**src/rtl/bsz_pkg.sv**
```systemverilog
package bsz_pkg;

   typedef enum logic [2:0] {
      ST_IDLE  = 3'd0,
      ST_SYNC1 = 3'd1,
      ST_SYNC2 = 3'd2,
      ST_SYNC3 = 3'd3,
      ST_LATCH = 3'd4,
      ST_XFER  = 3'd5,
      ST_DONE  = 3'd6,
      ST_ACK   = 3'd7
   } bsz_state_t;

   typedef enum logic [1:0] {
      PW_FULL = 2'b00,
      PW_HALF = 2'b01,
      PW_BYTE = 2'b10,
      PW_RSVD = 2'b11
   } bsz_width_t;

endpackage

```
**src/rtl/bsz_plan.sv**
```systemverilog
// Per-cycle planner: how many bytes the current peripheral cycle moves.
module bsz_plan #(
   parameter int unsigned LANES = 4,
   localparam int unsigned OFF_W = $clog2(LANES),
   localparam int unsigned CNT_W = OFF_W + 1
) (
   input  logic [1:0]       width,
   input  logic [OFF_W-1:0] off,
   input  logic [CNT_W-1:0] rem,
   output logic [CNT_W-1:0] cnt,
   output logic [OFF_W-1:0] pmask
);
   import bsz_pkg::*;

   logic [CNT_W-1:0] plane;
   logic [CNT_W-1:0] room;

   always_comb begin
      case (bsz_width_t'(width))
         PW_HALF: plane = CNT_W'(LANES / 2);
         PW_BYTE: plane = CNT_W'(1);
         default: plane = CNT_W'(LANES);
      endcase
      pmask = plane[OFF_W-1:0] - OFF_W'(1);
      room  = plane - {1'b0, off & pmask};
      cnt   = (rem < room) ? rem : room;
   end

endmodule

```
**src/rtl/bsz_seq.sv**
```systemverilog
// Phase sequencer: start gating, capture phase, transfer, acknowledge, abort.
module bsz_seq (
   input  logic clk,
   input  logic rst_n,
   input  logic cs,
   input  logic ready,
   input  logic last,
   output logic latch_en,
   output logic step,
   output logic strobe,
   output logic ack
);
   import bsz_pkg::*;

   bsz_state_t state_q, state_d;
   logic       armed_q;

   always_comb begin
      state_d = state_q;
      case (state_q)
         ST_IDLE:  if (cs && armed_q) state_d = ST_SYNC1;
         ST_SYNC1: state_d = cs ? ST_SYNC2 : ST_IDLE;
         ST_SYNC2: state_d = cs ? ST_SYNC3 : ST_IDLE;
         ST_SYNC3: state_d = cs ? ST_LATCH : ST_IDLE;
         ST_LATCH: state_d = cs ? ST_XFER  : ST_IDLE;
         ST_XFER: begin
            if (!cs)                state_d = ST_IDLE;
            else if (ready && last) state_d = ST_DONE;
         end
         ST_DONE:  state_d = cs ? ST_ACK : ST_IDLE;
         default:  state_d = ST_IDLE;
      endcase
   end

   always_ff @(posedge clk) begin
      if (!rst_n) begin
         state_q <= ST_IDLE;
         armed_q <= 1'b0;
      end else begin
         state_q <= state_d;
         if (!cs)
            armed_q <= 1'b1;
         else if (state_q == ST_IDLE && armed_q)
            armed_q <= 1'b0;
      end
   end

   assign latch_en = (state_q == ST_LATCH) && cs;
   assign strobe   = (state_q == ST_XFER);
   assign step     = strobe && cs && ready;
   assign ack      = (state_q == ST_ACK);

endmodule

```
**src/rtl/bsz_lanes.sv**
```systemverilog
// Byte-lane datapath: write capture and steering, read merge and hold.
module bsz_lanes #(
   parameter int unsigned DATA_W = 32,
   parameter int unsigned LANE_W = 8,
   localparam int unsigned LANES = DATA_W / LANE_W,
   localparam int unsigned OFF_W = $clog2(LANES),
   localparam int unsigned CNT_W = OFF_W + 1
) (
   input  logic              clk,
   input  logic              rst_n,
   input  logic              latch_en,
   input  logic              step,
   input  logic              rd_en,
   input  logic              ack,
   input  logic [OFF_W-1:0]  off,
   input  logic [CNT_W-1:0]  cnt,
   input  logic [OFF_W-1:0]  pmask,
   input  logic [DATA_W-1:0] host_wdata,
   input  logic [DATA_W-1:0] periph_rdata,
   output logic [DATA_W-1:0] periph_wdata,
   output logic [DATA_W-1:0] host_rdata
);

   logic [DATA_W-1:0] wd_q;
   logic [LANE_W-1:0] wd_lane [LANES];
   logic [LANE_W-1:0] rd_lane [LANES];

   always_ff @(posedge clk) begin
      if (!rst_n)
         wd_q <= '0;
      else if (latch_en)
         wd_q <= host_wdata;
   end

   for (genvar k = 0; k < LANES; k++) begin : g_lane
      localparam int unsigned HI = DATA_W - 1 - LANE_W * k;
      logic [OFF_W-1:0]  wsrc;
      logic [OFF_W-1:0]  rsrc;
      logic              take;
      logic [LANE_W-1:0] hold_q;

      assign wd_lane[k] = wd_q[HI -: LANE_W];
      assign rd_lane[k] = periph_rdata[HI -: LANE_W];

      // aligned base of the port window plus this lane's position inside it
      assign wsrc = (off & ~pmask) | (OFF_W'(k) & pmask);
      assign periph_wdata[HI -: LANE_W] = wd_lane[wsrc];

      assign rsrc = OFF_W'(k) & pmask;
      assign take = (CNT_W'(k) >= {1'b0, off}) && (CNT_W'(k) < ({1'b0, off} + cnt));

      always_ff @(posedge clk) begin
         if (!rst_n)
            hold_q <= '0;
         else if (latch_en)
            hold_q <= '0;
         else if (step && rd_en && take)
            hold_q <= rd_lane[rsrc];
      end

      assign host_rdata[HI -: LANE_W] = ack ? hold_q : '0;
   end

endmodule

```
**src/rtl/bus_sizer.sv**
```systemverilog
module bus_sizer #(
   parameter int unsigned DATA_W = 32,
   parameter int unsigned LANE_W = 8,
   localparam int unsigned LANES = DATA_W / LANE_W,
   localparam int unsigned OFF_W = $clog2(LANES),
   localparam int unsigned CNT_W = OFF_W + 1
) (
   input  logic              clk,
   input  logic              rst_n,
   input  logic              host_cs,
   input  logic [OFF_W-1:0]  host_addr,
   input  logic [OFF_W-1:0]  host_size,
   input  logic              host_wr,
   input  logic [1:0]        port_width,
   input  logic [DATA_W-1:0] host_wdata,
   output logic [DATA_W-1:0] host_rdata,
   output logic              host_ack,
   output logic              periph_strobe,
   output logic              periph_wr,
   output logic [OFF_W-1:0]  periph_addr,
   output logic [OFF_W-1:0]  periph_size,
   output logic [DATA_W-1:0] periph_wdata,
   input  logic [DATA_W-1:0] periph_rdata,
   input  logic              periph_ready
);

   if (DATA_W % LANE_W != 0) begin : g_bad_split
      $error("DATA_W must be a whole number of lanes");
   end
   if (LANES < 2 || (LANES & (LANES - 1)) != 0) begin : g_bad_lanes
      $error("lane count must be a power of two of at least 2");
   end

   logic              latch_en, step, strobe, ack, last;
   logic [OFF_W-1:0]  off_q;
   logic [CNT_W-1:0]  rem_q;
   logic [1:0]        width_q;
   logic              wr_q;
   logic [CNT_W-1:0]  cnt;
   logic [OFF_W-1:0]  pmask;
   logic [CNT_W-1:0]  req_bytes;

   assign req_bytes = (host_size == '0) ? CNT_W'(LANES) : {1'b0, host_size};

   always_ff @(posedge clk) begin
      if (!rst_n) begin
         off_q   <= '0;
         rem_q   <= '0;
         width_q <= '0;
         wr_q    <= 1'b0;
      end else if (latch_en) begin
         off_q   <= host_addr;
         rem_q   <= req_bytes;
         width_q <= port_width;
         wr_q    <= host_wr;
      end else if (step) begin
         off_q   <= off_q + cnt[OFF_W-1:0];
         rem_q   <= rem_q - cnt;
      end
   end

   assign last = (cnt == rem_q);

   bsz_plan #(.LANES(LANES)) i_plan (
      .width (width_q),
      .off   (off_q),
      .rem   (rem_q),
      .cnt   (cnt),
      .pmask (pmask)
   );

   bsz_seq i_seq (
      .clk      (clk),
      .rst_n    (rst_n),
      .cs       (host_cs),
      .ready    (periph_ready),
      .last     (last),
      .latch_en (latch_en),
      .step     (step),
      .strobe   (strobe),
      .ack      (ack)
   );

   bsz_lanes #(.DATA_W(DATA_W), .LANE_W(LANE_W)) i_lanes (
      .clk          (clk),
      .rst_n        (rst_n),
      .latch_en     (latch_en),
      .step         (step),
      .rd_en        (!wr_q),
      .ack          (ack),
      .off          (off_q),
      .cnt          (cnt),
      .pmask        (pmask),
      .host_wdata   (host_wdata),
      .periph_rdata (periph_rdata),
      .periph_wdata (periph_wdata),
      .host_rdata   (host_rdata)
   );

   assign host_ack      = ack;
   assign periph_strobe = strobe;
   assign periph_wr     = strobe && wr_q;
   assign periph_addr   = off_q;
   assign periph_size   = cnt[OFF_W-1:0];

endmodule

```
**config.mk**
```make
export PLATFORM = sky130hd
export DESIGN_NAME = bus_sizer
export DESIGN_NICKNAME = d
export VERILOG_FILES = /design/src/rtl/bsz_pkg.sv /design/src/rtl/bsz_plan.sv /design/src/rtl/bsz_seq.sv /design/src/rtl/bsz_lanes.sv /design/src/rtl/bus_sizer.sv
export SDC_FILE = /design/constraint.sdc
export NUM_CORES = 1
export LEC_CHECK = 0
export BUFFER_PORTS_ARGS = -buffer_cell sky130_fd_sc_hd__buf_2
export CORE_MARGIN = 3
export CORE_UTILIZATION = 49
export CTS_CLUSTER_DIAMETER = 30
export DETAILED_ROUTE_END_ITERATION = 8
export PLACE_DENSITY = 0.77
export RECOVER_POWER = 25
export SLEW_MARGIN = 5
export SYNTH_ARGS = -nofsm -noshare
export SYNTH_HDL_FRONTEND = slang
export SYNTH_HIERARCHICAL = 1
export SYNTH_SLANG_ARGS = --single-unit
```
**constraint.sdc**
```tcl
create_clock -name clk -period 5.8 [get_ports clk]
set_input_delay 0.29 -clock clk [delete_from_list [all_inputs] [get_ports clk]]
set_output_delay 0.29 -clock clk [all_outputs]
set_load 0.01 [all_outputs]
```
# Word level (Yosys, flattened, before mapping)

Index checks and enable logic that the tools add are counted.

Register bits after elaboration: 76
Bits in writable memories: 0
Bits of input ports: 75
Bits in latches: 0
ROM bits: 0
Word-level logic and storage cells: 122
Output and inout bits: 71
Memories: 0

Divide/modulo/power cells: 0
Multiplexer cells: 43
Add/subtract/negate cells: 5
Bitwise gates (word level): 14
Shifts and indexed selects: 0
Multipliers: 0
Reductions and logical operators: 21
$lt $le $gt $ge: 15
Equality and inequality tests: 13

Operator list:

| cell               | count |
|---|---|
| $mux 8             | 18 |
| $bmux 8 s2         | 7 |
| $mux 3             | 10 |
| $ge 3x3->1 const B | 7 |
| $pmux 3 s7         | 1 |
| $not 2->3          | 6 |
| $logic_and 1x1->1  | 15 |
| $eq 3x3->1 const B | 4 |
| $mux 2             | 4 |
| $eq 3x2->1 const B | 2 |
| $lt 1x3->1 const A | 2 |
| $lt 2x3->1 const A | 2 |
| $pmux 3 s2         | 1 |
| $and 2x2->2        | 2 |
| $ge 1x2->1 const A | 2 |
| $ne 2x1->1 const B | 2 |
| $or 2x2->2         | 2 |
| $add 2x3->3        | 1 |
| $eq 3x1->1 const B | 1 |
| $eq 3x3->1         | 1 |
| $logic_not 3->1    | 1 |
| $lt 3x3->1         | 1 |
| $ne 3x3->1 const B | 1 |
| $not 1->3          | 1 |
| other kinds (16)   | 17 |

# Logic depth before layout (Yosys ltp)

Depth in word-level cells: 12
Mapped depth: 17

# Modules after synthesis

The synthesis kept the hierarchy.

By module, submodules not included:

| module    | instances | area each (um2) | seq. area each (um2) | cells an instance |
|---|---|---|---|---|
| bsz_lanes | 1         | 3863.7          | 1281.2               | 357 |
| bus_sizer | 1         | 483.0           | 160.2                | 53 |
| bsz_seq   | 1         | 227.7           | 80.1                 | 24 |
| bsz_plan  | 1         | 191.4           | 0.0                  | 25 |

# Least setup slack after synthesis

OpenSTA, ideal clock, no wires.

Kind: reg-to-reg
Start point: register off_q[1], in the netlist periph_addr[1]
End point: register i_lanes.g_lane[0].hold_q[0]
Stages on the path, launching flop included: 13
Library setup time: 0.072 ns
Arrival: 3.743 ns
Setup slack: 1.986 ns
Clock period less this slack: 3.814 ns
Cells stage by stage: dfxtp_1 mux2i_1 ha_1 nor2_1 xor2_1 ha_1 inv_1 a221oi_2 mux2_2 fa_1 nor2_1 a2111oi_4 mux2i_1

Word-level cells in the longest chain between the ends: 8

Ends and longest elaborated chain:

| what                   | RTL line        | RTL |
|---|---|---|
| from (decl)            | bus_sizer.sv:35 | `logic [OFF_W-1:0] off_q;` |
| from (signal assigned) | bus_sizer.sv:52 | `off_q <= host_addr;` |
| from (signal assigned) | bus_sizer.sv:57 | `off_q <= off_q + cnt[OFF_W-1:0];` |
| $and 2x2->2 (*)        | bsz_plan.sv:25  | `room = plane - {1'b0, off & pmask};` |
| $sub 3x2->3 (*)        | bsz_plan.sv:25  |  |
| $lt 3x3->1             | bsz_plan.sv:26  | `cnt = (rem < room) ? rem : room;` |
| $mux 3 (*)             | bsz_plan.sv:26  |  |
| net periph_size[1]     | bus_sizer.sv:21 | `output logic [OFF_W-1:0] periph_size,` |
| $add 2x3->3 (*)        | bsz_lanes.sv:50 | `assign take = (CNT_W'(k) >= {1'b0, off}) && (CNT_W'(k) < ({1'b0, off} + cnt));` |
| $lt 1x3->1 (*)         | bsz_lanes.sv:50 |  |
| $logic_and 1x1->1 (*)  | bsz_lanes.sv:50 |  |
| $logic_and 1x1->1 (*)  | bsz_lanes.sv:57 | `else if (step && rd_en && take)` |
| to (signal assigned)   | bsz_lanes.sv:58 | `hold_q <= rd_lane[rsrc];` |
| to (decl)              | bsz_lanes.sv:40 | `logic [LANE_W-1:0] hold_q;` |

The timed path passes the listed nets; every way through them passes the cells marked *.
A chain may end at the register's enable or synchronous reset.

# Worst setup path after layout

Start point: register width_q[0]
End point: register i_lanes.g_lane[0].hold_q[5]

Word-level cells in the longest chain between the ends: 11

Ends and longest elaborated chain:

| what                                            | RTL line        | RTL |
|---|---|---|
| from (decl)                                     | bus_sizer.sv:37 | `logic [1:0] width_q;` |
| from (signal assigned)                          | bus_sizer.sv:54 | `width_q <= port_width;` |
| $eq 2x2->1 / $eq 2x1->1 (equally long branches) | bsz_plan.sv:19  | `case (bsz_width_t'(width))` |
| $pmux 3 s2 (*)                                  | bsz_plan.sv:19  |  |
| $sub 2x1->2 (*)                                 | bsz_plan.sv:24  | `pmask = plane[OFF_W-1:0] - OFF_W'(1);` |
| net pmask[0]                                    | bus_sizer.sv:40 | `logic [OFF_W-1:0] pmask;` |
| $and 2x2->2 (*)                                 | bsz_plan.sv:25  |  |
| $sub 3x2->3 (*)                                 | bsz_plan.sv:25  |  |
| $lt 3x3->1                                      | bsz_plan.sv:26  |  |
| $mux 3 (*)                                      | bsz_plan.sv:26  |  |
| $add 2x3->3 (*)                                 | bsz_lanes.sv:50 |  |
| $lt 1x3->1 (*)                                  | bsz_lanes.sv:50 |  |
| $logic_and 1x1->1 (*)                           | bsz_lanes.sv:50 |  |
| $logic_and 1x1->1 (*)                           | bsz_lanes.sv:57 |  |

Marked as above.

==> flow_summary.yaml <==
outcome:
  status: "finished with violations"
  violations: "capacitance limit, slew limit"
placement:
  gp_congestion: 0.850
  place_area_um2: 5500
  portBuffers: 145
  hpwl_um: 8560
sta:
  worst_slew_margin_rel_pct: -96.5
  hold_viol: 0
  rsz0062_at_grt: "false"
  worstMarginPinSlew_ns: 2.95
  period_share_pct: 76.4
  slew_violations: 95
  finalSetupTns_ns: 0
  period_needed_ns: 4.43
  setup_viol: 0
  finClkSkew_ns: 0.0142
  clock.fmax_ghz: 0.226
layout:
  drive_gt1_share_pct: 36.1
  fillCellCount: 795
  multi_input_area_um2: 3010
  design_area_um2: 5710
  n_antenna_cell: 0
  seqCellArea_um2: 1520
  area_delta_synth_final_pct: 19.7
  fin_nets: 675
  final_common_cell: "buf_2"
  final_cell_mix: "buf_2 (140), mux2i_1 (93), dfxtp_1 (76)"
global_routing:
  grt_antenna_before_repair: 0
  grt_max_degree: 51
  grt_pass1_vias: 3833
  grt_usage_pct: 21.3
  grt_overflow: 0
  grt_first_pass_wirelength_um: 18900
critical_path:
  crit_fanout: 20
  r2r-end: "i_lanes/g_lane[0].hold_q[5]"
  cp.arrival_ns: 4.72
  critPathCaptureType: "flop"
  reg2reg_setup_slack_ns: 1.37
  worst_ep_required_time_ns: 6.09
  startpoint_type: "flop"
  path_class: "flop to flop"
  reg2regPathDepth: 16
  reg2reg_from: "width_q[0]"
detailed_routing:
  routedWlPerCell_um: 15.9
  dr.pass1.iters: 4
  totalWireLength_um: 11500
  viasPerCell: 5.30
  final_antenna_net_count: 0
  vias: 3826
  drc: 0
  drt_first_iter_violations: 235
floorplan:
  rows: 35
  dieArea_um2: 10900
  initial_core_util_pct: 51.1
  die_y_um: 105
  num_io_pins: 146
  coreArea_um2: 9330
  dieWidth_um: 105
pwr:
  p_leak_uw: 0.00244
  combPwrFrac_pct: 6.4
  ir_drop_uv: 115
  p_clk_share_pct: 42.4
  p_int_uw: 785
  powerDensity_nw_per_um2: 179
  swShare_pct: 23.1
  p_seq_share_pct: 51.2
  switching_power_uw: 236
synth:
  muxShareOfSynthArea_pct: 34.9
  ys_seq_elements: 76
  yosys_warnings: 6
  synth_compound_area_share_pct: 6.14
  avgSynthCellArea_um2: 10.4
  syn-cell-area_um2: 4770
  synth_edf_count: 0
  yosysUniqueCellTypes: 51
  ys.flop_type: "dfxtp_1"
  synth_top_family_by_area: "multiplexers"
  ys_async_sr_fraction_pct: 0
  synth-simple-area-share_pct: 17.5
  synth_nets: 546
  synthXorXnorAreaFrac_pct: 1.08
  synthAdderAreaFrac_pct: 3.47
  seq_area_frac_synth_pct: 31.9
  syn_inst: 459
cts:
  clk_pin_slew_ns: 0.08
  clock_latency_ns: 0.35
  cts_resized: 0
  ctsRootBufferMaster: "clkbuf_8"
  cts_buffer_depth: 2
  cts_sinks: 76
  cts_tree: "done"
  post-cts-setup-buffers: 0
  cts_max_level: 3
  ctsHoldBuffers: 0
  cts_made_buffers: 9
run:
  cap_violations: 2
hold_path:
  hold_path_end: "rem_q[1]"
  hold_class: "primary input to flop"
  worstHoldStart: "host_size[1]"
  hold_depth: 3
layout make-up:
type / count / share of cell area (%)
Sequential cell: 76 / 26.7
Multi-Input combinational cell: 339 / 52.7
Clock buffer: 11 / 2.65
Tap cell: 129 / 2.83
Inverter: 12 / 0.789
Timing Repair Buffer: 150 / 13.2
Clock inverter: 5 / 1.14
registers in the layout, summed over array words and instances (netlist names):
register               count
i_seq/state_q              3
i_lanes/g_lane.hold_q     32
i_lanes/wd_lane           32
periph_addr                2
wr_q                       1
i_seq/armed_q              1
width_q                    2
rem_q                      3
cells in the mapped netlist, types with 3 or more instances:
cell type | instances | area share [%]
mux4_2 | 24 | 11
nor2_1 | 7 | 0.55
and2_1 | 35 | 4.6
nand2b_1 | 3 | 0.39
buf_2 | 10 | 1.1
nor2b_1 | 38 | 5.0
dfxtp_1 | 76 | 32
ha_1 | 10 | 2.6
buf_6 | 5 | 1.2
mux2i_1 | 93 | 20
a22o_1 | 8 | 1.5
nand2_1 | 57 | 4.5
buf_4 | 6 | 0.95
inv_1 | 12 | 0.95
xnor2_1 | 3 | 0.55
mux2_2 | 17 | 4.0
clkbuf_1 | 10 | 0.79
worst max-delay path, stage by stage (launching register included):
cell       delay (ns)
dfxtp_1          0.37
inv_1            0.06
ha_1             0.22
inv_1            0.06
buf_4            0.28
mux2i_1          0.13
ha_1             0.22
nor2_1           0.11
xor2_1           0.10
ha_1             0.36
inv_1            0.07
a221oi_2         0.26
mux2_2           0.44
fa_1             0.48
xnor2_2          0.22
a2111oi_4        0.72
mux2i_1          0.26
worst max-delay path by stage:
stage	from	end	slack, ns	depth (start not counted)
after floorplan	periph_addr[1]	i_lanes/g_lane[0].hold_q[0]	1.99	12
after global placement	width_q[0]	i_lanes/g_lane[0].hold_q[3]	1.55	16
after detailed placement	width_q[0]	i_lanes/g_lane[0].hold_q[5]	1.36	16
after CTS	width_q[0]	i_lanes/g_lane[0].hold_q[7]	1.33	16
after global routing	width_q[0]	i_lanes/g_lane[0].hold_q[2]	0.97	16
final	width_q[0]	i_lanes/g_lane[0].hold_q[5]	1.37	16
kinds of logic after synthesis:
family	Yosys count
flip-flops	76
multiplexers	134
buffers and inverters	44
XOR/XNOR	5
adder cells (fa/ha/maj)	12
AO/OA/AOI/OAI	33
AND/OR/NAND/NOR	155
power groups by stage:
stage	sequential, uW	clock [uW]	combinational [uW]
2_1_floorplan	535	0	31.2
6_report	523	433	65.3
5_1_grt	523	468	71.4
4_1_cts	523	446	65.0
3_3_place_gp	535	0	63.4
3_5_place_dp	535	0	64.6
through the flow:
stage / cells / hold WS, ns / power [uW] / utilization, % / worst slack [ns]
after floorplan: 459 / 0.396 / 566 / - / 1.99
after global placement: 706 / 0.439 / 599 / 59.0 / 1.55
after detailed placement: 706 / 0.443 / 600 / 59.0 / 1.36
after CTS: 722 / 0.175 / 1030 / 61.3 / 1.33
after global routing: 722 / 0.175 / 1060 / 61.2 / 0.972
final: 722 / 0.196 / 1020 / 61.2 / 1.37
layer usage:
metal	up-vias	share of wire (%)	GRT usage, %
li1	1874	-	-
met1	1820	44	27.4
met2	121	49	36.3
met3	11	5.5	4.32
met4	0	1.4	6.37
met5	-	0	0
(Power assumes the default switching activity.)
